`src/rtl/coh_pkg.sv`:
```
package coh_pkg;
   typedef enum logic [2:0] {
      ST_I = 3'd0,
      ST_S = 3'd1,
      ST_E = 3'd2,
      ST_O = 3'd3,
      ST_M = 3'd4
   } line_st_t;

   typedef enum logic [1:0] {
      BOP_RD  = 2'd0,
      BOP_WR  = 2'd1,
      BOP_INV = 2'd2,
      BOP_WB  = 2'd3
   } bus_op_t;

   typedef enum logic [1:0] {
      LOC_NONE = 2'd0,
      LOC_RD   = 2'd1,
      LOC_WR   = 2'd2,
      LOC_EV   = 2'd3
   } loc_op_t;

   function automatic logic holds_dirty(line_st_t s);
      return (s == ST_M) || (s == ST_O);
   endfunction
endpackage

```
`src/rtl/coh_req_sel.sv`:
```
module coh_req_sel
   import coh_pkg::*;
(
   input  logic    rd_i,
   input  logic    wr_i,
   input  logic    ev_i,
   output loc_op_t op_o
);
   always_comb begin
      if (wr_i)      op_o = LOC_WR;
      else if (rd_i) op_o = LOC_RD;
      else if (ev_i) op_o = LOC_EV;
      else           op_o = LOC_NONE;
   end
endmodule

```
`src/rtl/coh_local_fsm.sv`:
```
module coh_local_fsm
   import coh_pkg::*;
#(
   parameter bit EN_EXCL = 1'b1
)(
   input  line_st_t state_i,
   input  loc_op_t  op_i,
   input  logic     shr_i,
   output logic     need_bus_o,
   output bus_op_t  bus_op_o,
   output line_st_t next_o
);
   line_st_t fill_st;

   generate
      if (EN_EXCL) begin : g_fill_excl
         assign fill_st = shr_i ? ST_S : ST_E;
      end else begin : g_fill_shared
         assign fill_st = ST_S;
      end
   endgenerate

   always_comb begin
      need_bus_o = 1'b0;
      bus_op_o   = BOP_RD;
      next_o     = state_i;
      unique case (op_i)
         LOC_RD: begin
            if (state_i == ST_I) begin
               need_bus_o = 1'b1;
               bus_op_o   = BOP_RD;
               next_o     = fill_st;
            end
         end
         LOC_WR: begin
            unique case (state_i)
               ST_I: begin
                  need_bus_o = 1'b1;
                  bus_op_o   = BOP_WR;
                  next_o     = ST_M;
               end
               ST_S, ST_O: begin
                  need_bus_o = 1'b1;
                  bus_op_o   = BOP_INV;
                  next_o     = ST_M;
               end
               default: next_o = ST_M;
            endcase
         end
         LOC_EV: begin
            if (holds_dirty(state_i)) begin
               need_bus_o = 1'b1;
               bus_op_o   = BOP_WB;
            end
            next_o = ST_I;
         end
         default: ;
      endcase
   end
endmodule

```
`src/rtl/coh_snoop_fsm.sv`:
```
module coh_snoop_fsm
   import coh_pkg::*;
#(
   parameter bit EN_OWN = 1'b1
)(
   input  line_st_t state_i,
   input  logic     valid_i,
   input  bus_op_t  op_i,
   output line_st_t next_o,
   output logic     shr_o,
   output logic     dirty_o,
   output logic     inhibit_o,
   output logic     supply_o,
   output logic     wback_o
);
   logic     hit;
   logic     dirty_hit;
   line_st_t mod_rd_st;
   logic     mod_rd_wb;

   assign hit       = valid_i && (state_i != ST_I);
   assign dirty_hit = valid_i && holds_dirty(state_i);

   generate
      if (EN_OWN) begin : g_keep_owner
         assign mod_rd_st = ST_O;
         assign mod_rd_wb = 1'b0;
      end else begin : g_flush_on_read
         assign mod_rd_st = ST_S;
         assign mod_rd_wb = 1'b1;
      end
   endgenerate

   always_comb begin
      next_o    = state_i;
      shr_o     = 1'b0;
      dirty_o   = 1'b0;
      inhibit_o = 1'b0;
      supply_o  = 1'b0;
      wback_o   = 1'b0;
      if (hit) begin
         unique case (op_i)
            BOP_RD: begin
               shr_o = 1'b1;
               if (dirty_hit) begin
                  dirty_o   = 1'b1;
                  inhibit_o = 1'b1;
                  supply_o  = 1'b1;
               end
               if (state_i == ST_E) next_o = ST_S;
               if (state_i == ST_M) begin
                  next_o  = mod_rd_st;
                  wback_o = mod_rd_wb;
               end
            end
            BOP_WR: begin
               if (dirty_hit) begin
                  dirty_o   = 1'b1;
                  inhibit_o = 1'b1;
                  wback_o   = 1'b1;
               end
               next_o = ST_I;
            end
            BOP_INV: next_o = ST_I;
            default: ;
         endcase
      end
   end
endmodule

```
`src/rtl/coh_line_ctrl.sv`:
```
module coh_line_ctrl
   import coh_pkg::*;
#(
   parameter int unsigned PROTO = 3
)(
   input  logic       clk,
   input  logic       rst_n,
   input  logic       cpu_rd_i,
   input  logic       cpu_wr_i,
   input  logic       cpu_evict_i,
   output logic       cpu_busy_o,
   output logic       bus_req_o,
   output logic [1:0] bus_op_o,
   input  logic       bus_gnt_i,
   input  logic       bus_shr_i,
   input  logic       snp_valid_i,
   input  logic [1:0] snp_op_i,
   output logic       snp_shr_o,
   output logic       snp_dirty_o,
   output logic       snp_inhibit_o,
   output logic       snp_supply_o,
   output logic       snp_wback_o,
   output logic [2:0] line_state_o
);
   localparam bit EN_EXCL = (PROTO % 2) == 1;
   localparam bit EN_OWN  = PROTO >= 2;

   generate
      if (PROTO > 3) begin : g_bad_proto
         initial $error("coh_line_ctrl: PROTO must be 0..3");
      end
   endgenerate

   line_st_t state_q, state_d;
   line_st_t loc_next, snp_next;
   loc_op_t  loc_op;
   bus_op_t  loc_bus_op;
   logic     loc_need;
   logic     req_act;
   logic     take_loc;

   coh_req_sel u_sel (
      .rd_i (cpu_rd_i),
      .wr_i (cpu_wr_i),
      .ev_i (cpu_evict_i),
      .op_o (loc_op)
   );

   coh_local_fsm #(.EN_EXCL(EN_EXCL)) u_local (
      .state_i    (state_q),
      .op_i       (loc_op),
      .shr_i      (bus_shr_i),
      .need_bus_o (loc_need),
      .bus_op_o   (loc_bus_op),
      .next_o     (loc_next)
   );

   coh_snoop_fsm #(.EN_OWN(EN_OWN)) u_snoop (
      .state_i   (state_q),
      .valid_i   (snp_valid_i),
      .op_i      (bus_op_t'(snp_op_i)),
      .next_o    (snp_next),
      .shr_o     (snp_shr_o),
      .dirty_o   (snp_dirty_o),
      .inhibit_o (snp_inhibit_o),
      .supply_o  (snp_supply_o),
      .wback_o   (snp_wback_o)
   );

   assign req_act    = (loc_op != LOC_NONE);
   assign bus_req_o  = req_act && loc_need;
   assign bus_op_o   = loc_bus_op;
   assign cpu_busy_o = req_act && (snp_valid_i || (loc_need && !bus_gnt_i));
   assign take_loc   = req_act && !cpu_busy_o;

   always_comb begin
      if (snp_valid_i)   state_d = snp_next;
      else if (take_loc) state_d = loc_next;
      else               state_d = state_q;
   end

   always_ff @(posedge clk) begin
      if (!rst_n) state_q <= ST_I;
      else        state_q <= state_d;
   end

   assign line_state_o = state_q;

   AST_NO_EXCL_WHEN_OFF: assert property (@(posedge clk) disable iff (!rst_n)
      (state_q != ST_E) || EN_EXCL);
   AST_NO_OWNER_WHEN_OFF: assert property (@(posedge clk) disable iff (!rst_n)
      (state_q != ST_O) || EN_OWN);
   AST_STALL_HOLDS_STATE: assert property (@(posedge clk) disable iff (!rst_n)
      cpu_busy_o && !snp_valid_i |=> $stable(line_state_o));
   AST_SNOOP_WRITE_INVAL: assert property (@(posedge clk) disable iff (!rst_n)
      snp_valid_i && snp_op_i == BOP_WR |=> line_state_o == ST_I);
   AST_READ_FILL: assert property (@(posedge clk) disable iff (!rst_n)
      !snp_valid_i && bus_gnt_i && cpu_rd_i && !cpu_wr_i && line_state_o == ST_I
      |=> line_state_o == ((EN_EXCL && !$past(bus_shr_i)) ? ST_E : ST_S));
   AST_EXCL_WRITE_SILENT: assert property (@(posedge clk) disable iff (!rst_n)
      line_state_o == ST_E && cpu_wr_i && !snp_valid_i
      |-> !bus_req_o ##1 line_state_o == ST_M);
   AST_DIRTY_EVICT_WB: assert property (@(posedge clk) disable iff (!rst_n)
      cpu_evict_i && !cpu_rd_i && !cpu_wr_i
      && (line_state_o == ST_M || line_state_o == ST_O)
      |-> bus_req_o && bus_op_o == BOP_WB);
endmodule

```
`config.mk`:
```
export PLATFORM = sky130hd
export DESIGN_NAME = coh_line_ctrl
export DESIGN_NICKNAME = d
export VERILOG_FILES = /design/src/rtl/coh_pkg.sv /design/src/rtl/coh_req_sel.sv /design/src/rtl/coh_local_fsm.sv /design/src/rtl/coh_snoop_fsm.sv /design/src/rtl/coh_line_ctrl.sv
export SDC_FILE = /design/constraint.sdc
export NUM_CORES = 1
export LEC_CHECK = 0
export BUFFER_PORTS_ARGS = -buffer_cell sky130_fd_sc_hd__buf_2
export CELL_PAD_IN_SITES_DETAIL_PLACEMENT = 1
export CELL_PAD_IN_SITES_GLOBAL_PLACEMENT = 2
export CORE_MARGIN = 2
export CORE_UTILIZATION = 24
export CTS_CLUSTER_SIZE = 10
export DETAILED_ROUTE_END_ITERATION = 6
export GPL_TIMING_DRIVEN = 0
export PLACE_DENSITY_LB_ADDON = 0.1
export SYNTH_ARGS = -nofsm -noshare
export SYNTH_HDL_FRONTEND = slang
export SYNTH_SLANG_ARGS = --single-unit
```
`constraint.sdc`:
```
create_clock -name clk -period 3.42 [get_ports clk]
set_input_delay 0.513 -clock clk [delete_from_list [all_inputs] [get_ports clk]]
set_output_delay 0.513 -clock clk [all_outputs]
set_load 0.01 [all_outputs]
```
==> qor.txt, run 1 <==
===============================================================================================
Largest driver fanout on the critical path                                                    8
Die area                                                                               2190 um2
Clock buffer depth                                                                            2
Critical path capture point type                                                    output port
Number of standard-cell rows in the floorplan                                                15
Count of unresolved DRC violations after routing                                              0
Leading register cell type out of synthesis                                             dfxtp_1
Flop2flop setup slack                                                                   1.92 ns
Slew Viols, Final                                                                             0
Hold/Removal Path Class                                                            primary input to flip-flop
Total wire length after detailed routing                                                1190 um
Worst-case headroom to the max-slew limit                                                 74.2%
Post-Synthesis Cells                                                                         59
CTS tree                                                                                  built
Routed length per placed instance                                                       11.1 um
Final Hold Viols                                                                              0
Weighted congestion at the end of routability-driven global placement                     0.686
Antenna cell count                                                                            0
Net count of the finished layout                                                             95
Peak clock frequency supported by timing                                                460 MHz
Portion of the clock cycle consumed by the worst path in the final layout                 63.6%
Number of global-route vias before repair                                                   417
Max FFs per register                                                                          3
Cell type contributing the most total cell area after synthesis                         dfxtp_1
Portion of synthesized cell area occupied by the leading cell type                        13.6%
Critical path arrival                                                                   1.66 ns
Number of port buffers                                                                       19
Worst clock skew on the final layout                                                 0.00344 ns
Leading cell type in the layout, fill and taps excluded                                   buf_2
Antenna violations before repair                                                              0
Synth Net Count                                                                              71
Clock insertion delay at the later pin of the skew report                               0.23 ns
Worst reg2reg path depth                                                                      6
Reg-to-Reg End                                                                     line_state_o[1]$_SDFFE_PN0P_
Sequential cell area fraction in the yosys report                                         13.6%
Detailed placer's ending HPWL                                                            984 um
Growth of design area from synthesis to finish                                            34.7%
Overflow left after global routing                                                            0
Post-synth cell types                                                                        35
Routed via count                                                                            482
Maximum number of pins on one net before global-route repair                                 10
Worst Tran Pin Value                                                                   0.385 ns
Layout cells sized above 1                                                                37.8%
Iteration-0 DRC count of the detailed router                                                  7
Post-synthesis sequential element count                                                       3
H-tree levels                                                                                 1
Wire length of the first global-routing pass                                            1880 um
Drt via density                                                                            4.50
Post-DRT Antenna Nets                                                                         0
Area contributors post-synth                                                       dfxtp_1, nand2_1, ha_1
Core Box Area                                                                          1730 um2
Static power due to leakage                                                         0.000297 uW
Width of the die                                                                        46.8 um
Status                                                                             complete, no violations
Root Driver                                                                            clkbuf_4
Filler cell count in the final layout                                                       234
Startpoint of the lowest-slack register-to-register path                           line_state_o[1]$_SDFFE_PN0P_
Clock buffers created by TritonCTS                                                            3
Crit path launch type                                                                 flip-flop
Cts hold-fix bufs                                                                             0
Max-capacitance violation count                                                               0
Number of enable-type register cells in the synthesized netlist                               0
Clock input transition at the sequential cells of the worst setup and hold paths        0.04 ns
Count of final setup violators                                                                0
Count of instances resized after the clock tree is built                                      0
Yosys synthesis warning count                                                                 0
Setup TNS                                                                                  0 ns
Top library cells by usage in the layout, fill and taps aside                      buf_2, nand2_1, nor2_1
Post-route minimum period                                                               2.17 ns
Setup repair after global routing missed its margin                                       false
Hold Path Cell Cnt                                                                            2
Initial core utilization                                                                  25.5%
Required arrival time at the worst endpoint                                             2.91 ns
Dpl ws                                                                                  1.37 ns
Hold Path Origin                                                                          rst_n
Number of top-level pins                                                                     22
Die span in y                                                                           46.8 um
Asr flop ratio synth                                                                         0%
Number of sinks driven by the clock tree                                                      3
Cell total after placement                                                                  103
Post-CTS setup-driven buffer insertion count                                                  0
Worst Slack Setup Final                                                                 1.25 ns
Netlist Area Pre-Place                                                                  440 um2
Mean cell area of the mapped netlist                                                   7.46 um2
Number of detailed-routing iterations run before antenna repair                               4
Number of standard cells in the final layout excluding fillers                              107
Crit path kind                                                                     flip-flop to output port
Power density of the placed cells                                                    280 nW/um2
Worst Hold Margin                                                                      0.558 ns
Sink of the worst hold path                                                        line_state_o[2]$_SDFFE_PN0P_
Maximum VDD drop                                                                       0.172 mV
Total track usage                                                                         12.0%
===============================================================================================
-- through the flow --
| step | util [%] | total power, uW | instance area, um2 |
|---|---|---|---|
| 3_5_place_dp | 32.8 | 107 | 567 |
| 4_1_cts | 34.3 | 170 | 593 |
| 6_report | 34.3 | 166 | 593 |
| 5_1_grt | 34.3 | 184 | 593 |
| 3_3_place_gp | 32.8 | 106 | 567 |
| 2_1_floorplan | - | 84.6 | 440 |
-- power by group --
group | switching, uW | total, uW | internal, uW
Combinational | 35.8 | 65.5 | 29.8
Sequential | 2.24 | 39.7 | 37.4
Clock | 17.0 | 60.6 | 43.6
Total | 55.0 | 166 | 111
-- cells by family (layout without fill, tap and decap cells) --
| logic type | after synthesis | in the layout | share of synthesized area, % |
|---|---|---|---|
| DFF | 3 | 3 | 13.6 |
| adders and majority gates | 2 | 2 | 5.68 |
| and+or+nand+nor | 25 | 25 | 33.0 |
| AOI/OAI and AO/OA | 17 | 17 | 29.3 |
| buffers and inverters | 9 | 32 | 11.4 |
| muxes | 3 | 3 | 7.10 |
-- critical path: stages (launching register included) --
cell	delay (ns)
dfxtp_1	0.29
buf_2	0.17
nor2_1	0.22
nand2_1	0.12
a21boi_0	0.25
o21a_1	0.17
buf_4	0.10
buf_2	0.11
-- how the worst max path moves through the flow --
stage	from	end	slack, ns
5_1_grt	line_state_o[1]$_SDFFE_PN0P_	snp_inhibit_o	1.04
2_1_floorplan	cpu_wr_i	cpu_busy_o	1.56
3_5_place_dp	cpu_rd_i	cpu_busy_o	1.37
3_3_place_gp	cpu_rd_i	cpu_busy_o	1.36
4_1_cts	line_state_o[1]$_SDFFE_PN0P_	snp_inhibit_o	1.21
6_report	line_state_o[1]$_SDFFE_PN0P_	snp_inhibit_o	1.25
-- cell type report --
class,instances,area (um2),area share (%)
Tap cell,25,31.3,5.27
Inverter,4,15.0,2.53
Timing Repair Buffer,19,95.1,16.0
Clock buffer,4,26.3,4.43
Sequential cell,3,60.1,10.1
Multi-Input combinational cell,47,330,55.7
Buffer,5,35.0,5.91
-- layer usage --
layer / wire [um] / global-route usage, % / vias to the layer above
li1: - / - / 256
met1: 570 / 17.6 / 216
met2: 578 / 17.8 / 10
met3: 42 / 3.46 / 0
met4: 0 / 1.67 / 0
met5: 0 / 0 / -
-- Yosys cell counts, types with 2 or more instances --
library cell,n
nand2_1,7
nor2_1,5
inv_1,4
a211oi_1,3
dfxtp_1,3
and2_1,2
buf_4,2
ha_1,2
mux2i_1,2
nor2b_1,2
o21a_1,2
o21ai_0,2
No activity file was read; power rests on OpenSTA's default activity.
==> run 2: changes to the inputs <==
--- a/config.mk
+++ b/config.mk
@@ -9,7 +9,7 @@
 export CELL_PAD_IN_SITES_DETAIL_PLACEMENT = 1
 export CELL_PAD_IN_SITES_GLOBAL_PLACEMENT = 2
 export CORE_MARGIN = 2
-export CORE_UTILIZATION = 24
+export CORE_UTILIZATION = 20
 export CTS_CLUSTER_SIZE = 10
 export DETAILED_ROUTE_END_ITERATION = 6
 export GPL_TIMING_DRIVEN = 0
==> constraint.sdc (replaced) <==
create_clock -name clk -period 1.8 [get_ports clk]
set_input_delay 0.27 -clock clk [delete_from_list [all_inputs] [get_ports clk]]
set_output_delay 0.27 -clock clk [all_outputs]
set_load 0.01 [all_outputs]
==> qor.txt, run 2 (same netlist as run 1, synthesis figures left out) <==
===============================================================================================
Growth of design area from synthesis to finish                                            57.4%
Number of port buffers                                                                       19
Critical path capture point type                                                    output port
Clock insertion delay at the later pin of the skew report                               0.23 ns
Area of combinational cells with multiple inputs                                        363 um2
Post-route minimum period                                                               1.73 ns
Largest driver fanout on the critical path                                                    6
Clock buffer depth                                                                            2
Overflow left after global routing                                                            0
Count of final setup violators                                                                0
Filler cell count in the final layout                                                       265
Clock buffers created by TritonCTS                                                            3
Iteration-0 DRC count of the detailed router                                                  6
Cell breakdown of the critical path                                                buf_6, and2b_2, nand2_2, a21boi_2, o21a_1, buf_4, buf_6
Routed via count                                                                            506
Number of standard-cell rows in the floorplan                                                16
Maximum VDD drop                                                                       0.177 mV
Cts hold-fix bufs                                                                             0
Die area                                                                               2590 um2
Most used cell along the critical path                                                    buf_6
Setup repair after global routing missed its margin                                        true
Crit path launch type                                                                 flip-flop
Weighted congestion at the end of routability-driven global placement                     0.672
Worst-case headroom to the max-slew limit                                                 74.2%
Post-DRT Antenna Nets                                                                         0
Max-capacitance violation count                                                               0
Top library cells by usage in the layout, fill and taps aside                      buf_2, buf_4, nand2_1
Antenna violations before repair                                                              0
Portion of the clock cycle consumed by the worst path in the final layout                 96.1%
Final non-filler cell area                                                              693 um2
Worst reg2reg path depth                                                                      7
Number of top-level pins                                                                     22
Core Box Area                                                                          2020 um2
Maximum number of pins on one net before global-route repair                                 10
Peak clock frequency supported by timing                                                578 MHz
Layout cells sized above 1                                                                52.3%
Static power due to leakage                                                         0.000337 uW
Count of unresolved DRC violations after routing                                              0
Clock input transition at the sequential cells of the worst setup and hold paths        0.04 ns
Antenna cell count                                                                            0
Status                                                                             complete, no violations
CTS tree                                                                                  built
Critical path arrival                                                                   1.46 ns
Area used by sequential logic in the layout                                            63.8 um2
Crit path kind                                                                     flip-flop to output port
Worst clock skew on the final layout                                                 0.00162 ns
Slew Viols, Final                                                                             0
Number of global-route vias before repair                                                   467
Total wire length after detailed routing                                                1310 um
Wire length of the first global-routing pass                                            2120 um
Flop2flop setup slack                                                                   0.21 ns
Number of sinks driven by the clock tree                                                      3
Placed cell area                                                                        569 um2
Startpoint of the lowest-slack register-to-register path                           line_state_o[2]$_SDFFE_PN0P_
Initial core utilization                                                                  21.8%
Reg-to-Reg End                                                                     line_state_o[0]$_SDFFE_PN0P_
Worst Tran Pin Value                                                                   0.385 ns
Worst Hold Margin                                                                      0.322 ns
Width of the die                                                                        50.9 um
Longest individual stage delay on the worst path                                        0.31 ns
Drt via density                                                                            4.40
Hold/Removal Path Class                                                            primary input to flip-flop
H-tree levels                                                                                 1
End point of the critical path                                                     snp_inhibit_o
Total track usage                                                                         11.0%
Routed length per placed instance                                                       11.4 um
Detailed placer's ending HPWL                                                           1010 um
Net count of the finished layout                                                            101
Power density of the placed cells                                                    497 nW/um2
Final Hold Viols                                                                              0
Number of detailed-routing iterations run before antenna repair                               3
Required arrival time at the worst endpoint                                             1.53 ns
Leading cell type in the layout, fill and taps excluded                                   buf_2
Cell with the biggest individual delay on the critical path                             dfxtp_2
Root Driver                                                                            clkbuf_4
Start point of the critical path                                                   line_state_o[2]$_SDFFE_PN0P_
Die span in y                                                                           50.9 um
Max FFs per register                                                                          3
===============================================================================================
-- run 2: worst min path at each step --
stage | start | endpoint | slack (ns) | cells past startpoint
after floorplan | rst_n | line_state_o[2]$_SDFFE_PN0P_ | 0.39 | 1
after global routing | rst_n | line_state_o[2]$_SDFFE_PN0P_ | 0.32 | 2
after global placement | rst_n | line_state_o[2]$_SDFFE_PN0P_ | 0.57 | 2
after detailed placement | rst_n | line_state_o[2]$_SDFFE_PN0P_ | 0.57 | 2
after CTS | rst_n | line_state_o[0]$_SDFFE_PN0P_ | 0.32 | 3
final | rst_n | line_state_o[0]$_SDFFE_PN0P_ | 0.32 | 3
-- run 2: repair_timing --
action,in CTS,in global routing
cloned,0,0
gates resized for setup,8,9
setup endpoints to repair,5,6
setup buffers,1,5
pin swaps,3,6
-- run 2: report_power, final --
| part | switching [uW] | internal [uW] |
|---|---|---|
| combinational | 75.4 | 73.6 |
| sequential | 5.89 | 71.9 |
| clock | 34.7 | 83.1 |
-- run 2: metrics by stage --
stage	std cells	setup WS (ns)	setup TNS, ns	total power (uW)	util (%)
after detailed placement	105	0.0559	0	203	28.2
after global placement	105	0.0680	0	204	28.2
after global routing	115	-0.0711	-0.0942	381	34.3
after CTS	110	0.0100	0	337	31.0
final	115	0.0697	0	345	34.3
after floorplan	59	0.202	0	161	-
-- run 2: area by class of cell --
| cell class | count | area share (%) |
|---|---|---|
| Timing Repair Buffer | 25 | 21.1 |
| Multi-Input combinational cell | 47 | 52.3 |
| Sequential cell | 3 | 9.21 |
| Inverter | 4 | 2.17 |
| Clock buffer | 4 | 3.79 |
| Tap cell | 27 | 4.87 |
| Buffer | 5 | 6.50 |
-- run 2: critical path: cells and delay by family, from the launching register on --
family	cells	cell delay, ns
compound gates	2	0.31
buf+inv	3	0.31
flops	1	0.31
simple gates	2	0.29
-- run 2: metal layers --
layer	wire length (um)	global-route usage (%)	share of wire, %	up-vias
met4	0	2.70	0	0
met5	0	0	0	-
met1	623	14.9	48	226
met3	50	4.09	3.8	0
li1	-	-	-	270
met2	634	16.5	48	10
==> run 3: changes to the inputs <==
--- a/config.mk
+++ b/config.mk
@@ -9,11 +9,11 @@
 export CELL_PAD_IN_SITES_DETAIL_PLACEMENT = 1
 export CELL_PAD_IN_SITES_GLOBAL_PLACEMENT = 2
 export CORE_MARGIN = 2
-export CORE_UTILIZATION = 20
+export CORE_UTILIZATION = 22
 export CTS_CLUSTER_SIZE = 10
 export DETAILED_ROUTE_END_ITERATION = 6
 export GPL_TIMING_DRIVEN = 0
-export PLACE_DENSITY_LB_ADDON = 0.1
+export PLACE_DENSITY_LB_ADDON = 0.25
 export SYNTH_ARGS = -nofsm -noshare
 export SYNTH_HDL_FRONTEND = slang
 export SYNTH_SLANG_ARGS = --single-unit
==> constraint.sdc (replaced) <==
create_clock -name clk -period 1.9 [get_ports clk]
set_input_delay 0.285 -clock clk [delete_from_list [all_inputs] [get_ports clk]]
set_output_delay 0.285 -clock clk [all_outputs]
set_load 0.01 [all_outputs]
==> qor.txt, run 3 (same netlist as run 1, synthesis figures left out) <==
===============================================================================================
Total wire length after detailed routing                                                1240 um
Critical path capture point type                                                    output port
Net load switching power                                                                 113 uW
Crit path kind                                                                     flip-flop to output port
Reg-to-Reg End                                                                     line_state_o[1]$_SDFFE_PN0P_
Max-capacitance violation count                                                               0
Maximum number of pins on one net before global-route repair                                 10
CTS tree                                                                                  built
Worst-case headroom to the max-slew limit                                                 75.6%
Top library cells by usage in the layout, fill and taps aside                      buf_2, nand2_1, buf_4
Startpoint of the lowest-slack register-to-register path                           line_state_o[2]$_SDFFE_PN0P_
Die span in y                                                                           48.7 um
Post-route minimum period                                                               1.84 ns
Count of unresolved DRC violations after routing                                              0
Hold Path Cell Cnt                                                                            2
Number of top-level pins                                                                     22
Crit path launch type                                                                 flip-flop
Number of sinks driven by the clock tree                                                      3
Antenna cell count                                                                            0
Overflow left after global routing                                                            0
Comb pwr share                                                                            40.7%
Number of port buffers                                                                       19
Power density of the placed cells                                                    497 nW/um2
Number of standard-cell rows in the floorplan                                                16
Peak clock frequency supported by timing                                                544 MHz
Slew Viols, Final                                                                             0
Hold Path Origin                                                                          rst_n
Cell with the biggest individual delay on the critical path                             dfxtp_1
Number of global-route vias before repair                                                   436
Layout cells sized above 1                                                                44.7%
Width of the die                                                                        48.7 um
Clock buffer depth                                                                            2
Required arrival time at the worst endpoint                                             1.62 ns
Internal portion of total power                                                          209 uW
Root Driver                                                                            clkbuf_4
Net count of the finished layout                                                             98
H-tree levels                                                                                 1
Clock input transition at the sequential cells of the worst setup and hold paths        0.04 ns
Sink of the worst hold path                                                        line_state_o[2]$_SDFFE_PN0P_
Final Power                                                                              322 uW
Flop2flop setup slack                                                                   0.36 ns
Setup TNS                                                                                  0 ns
Leading cell type in the layout, fill and taps excluded                                   buf_2
Status                                                                             complete, no violations
Wire length of the first global-routing pass                                            1940 um
Number of detailed-routing iterations run before antenna repair                               2
Part of the total power dissipated in the clock network                                   36.9%
Longest individual stage delay on the worst path                                        0.31 ns
Net Sw Frac                                                                               35.0%
Count of final setup violators                                                                0
Drt via density                                                                            4.52
Worst reg2reg path depth                                                                      6
Final Hold Viols                                                                              0
Max FFs per register                                                                          3
Iteration-0 DRC count of the detailed router                                                  1
Core Box Area                                                                          1920 um2
Worst Hold Margin                                                                      0.315 ns
Final core utilization                                                                    33.7%
Static power due to leakage                                                         0.000315 uW
Cell breakdown of the critical path                                                buf_6, and3b_1, o21ai_2, a31oi_4, o32a_1, buf_2
Total track usage                                                                         10.4%
Die area                                                                               2380 um2
Detailed placer's ending HPWL                                                            957 um
Dpl ws                                                                                 0.108 ns
Antenna violations before repair                                                              0
Growth of design area from synthesis to finish                                            46.9%
Post-DRT Antenna Nets                                                                         0
Largest driver fanout on the critical path                                                    8
Routed via count                                                                            506
Routed length per placed instance                                                       11.0 um
Part of the power in registers                                                            22.4%
Worst Tran Pin Value                                                                   0.363 ns
Initial core utilization                                                                  22.9%
Clock buffers created by TritonCTS                                                            3
Worst clock skew on the final layout                                                 0.00517 ns
Hold/Removal Path Class                                                            primary input to flip-flop
Critical path arrival                                                                   1.55 ns
Clock insertion delay at the later pin of the skew report                               0.24 ns
Worst Slack Setup Final                                                               0.0630 ns
Maximum VDD drop                                                                       0.453 mV
Weighted congestion at the end of routability-driven global placement                     0.684
Portion of the clock cycle consumed by the worst path in the final layout                 96.7%
Cts hold-fix bufs                                                                             0
===============================================================================================
## run 3: final cells by class
| type | count | area [um2] |
|---|---|---|
| buffer | 5 | 41.3 |
| clock buffer | 4 | 26.3 |
| fill | 254 | 1270 |
| inverter | 4 | 15.0 |
| multi-input combinational | 47 | 353 |
| sequential | 3 | 60.1 |
| tap | 27 | 33.8 |
| timing repair buffer | 22 | 118 |
## run 3: metrics by stage
step	std cells	area [um2]
after CTS	109	608
after detailed placement	105	569
final	112	647
after global placement	105	569
after global routing	112	647
after floorplan	59	440
## run 3: worst max-delay path by stage
stage,from,end,slack [ns],cells past startpoint
CTS,line_state_o[2]$_SDFFE_PN0P_,snp_inhibit_o,0.005,7
global placement,line_state_o[1]$_SDFFE_PN0P_,snp_inhibit_o,0.14,7
global route,line_state_o[1]$_SDFFE_PN0P_,cpu_busy_o,-0.02,6
floorplan,line_state_o[2]$_SDFFE_PN0P_,snp_inhibit_o,0.29,6
finish,line_state_o[1]$_SDFFE_PN0P_,cpu_busy_o,0.06,6
detailed placement,line_state_o[1]$_SDFFE_PN0P_,snp_inhibit_o,0.11,7
## run 3: timing repair
item | CTS | global route
setup endpoints to repair | 5 | 2
gates resized for setup | 4 | 5
pin swaps | 0 | 3
buffers inserted | 0 | 3
## run 3: per-layer routing
layer | vias up | global-route usage [%] | part of all wire, %
met4 | 0 | 2.86 | 1.2
met3 | 2 | 3.40 | 5.5
li1 | 262 | - | -
met2 | 12 | 16.0 | 46
met5 | - | 0 | 0
met1 | 230 | 13.8 | 47
## run 3: power by group through the flow
| stage | Combinational [uW] | Sequential [uW] | Clock, uW |
|---|---|---|---|
| CTS | 123 | 71.7 | 125 |
| global placement | 118 | 72.4 | 0 |
| floorplan | 78.9 | 73.4 | 0 |
| finish | 131 | 71.9 | 119 |
| global route | 144 | 72.7 | 132 |
| detailed placement | 119 | 72.5 | 0 |
## run 3: worst max-delay path, delay by kind of cell, from the launching register on
kind	cells	cell delay [ns]
AO/OA/AOI/OAI	3	0.54
flip-flops	1	0.31
buffers and inverters	2	0.27
AND/OR/NAND/NOR	1	0.18
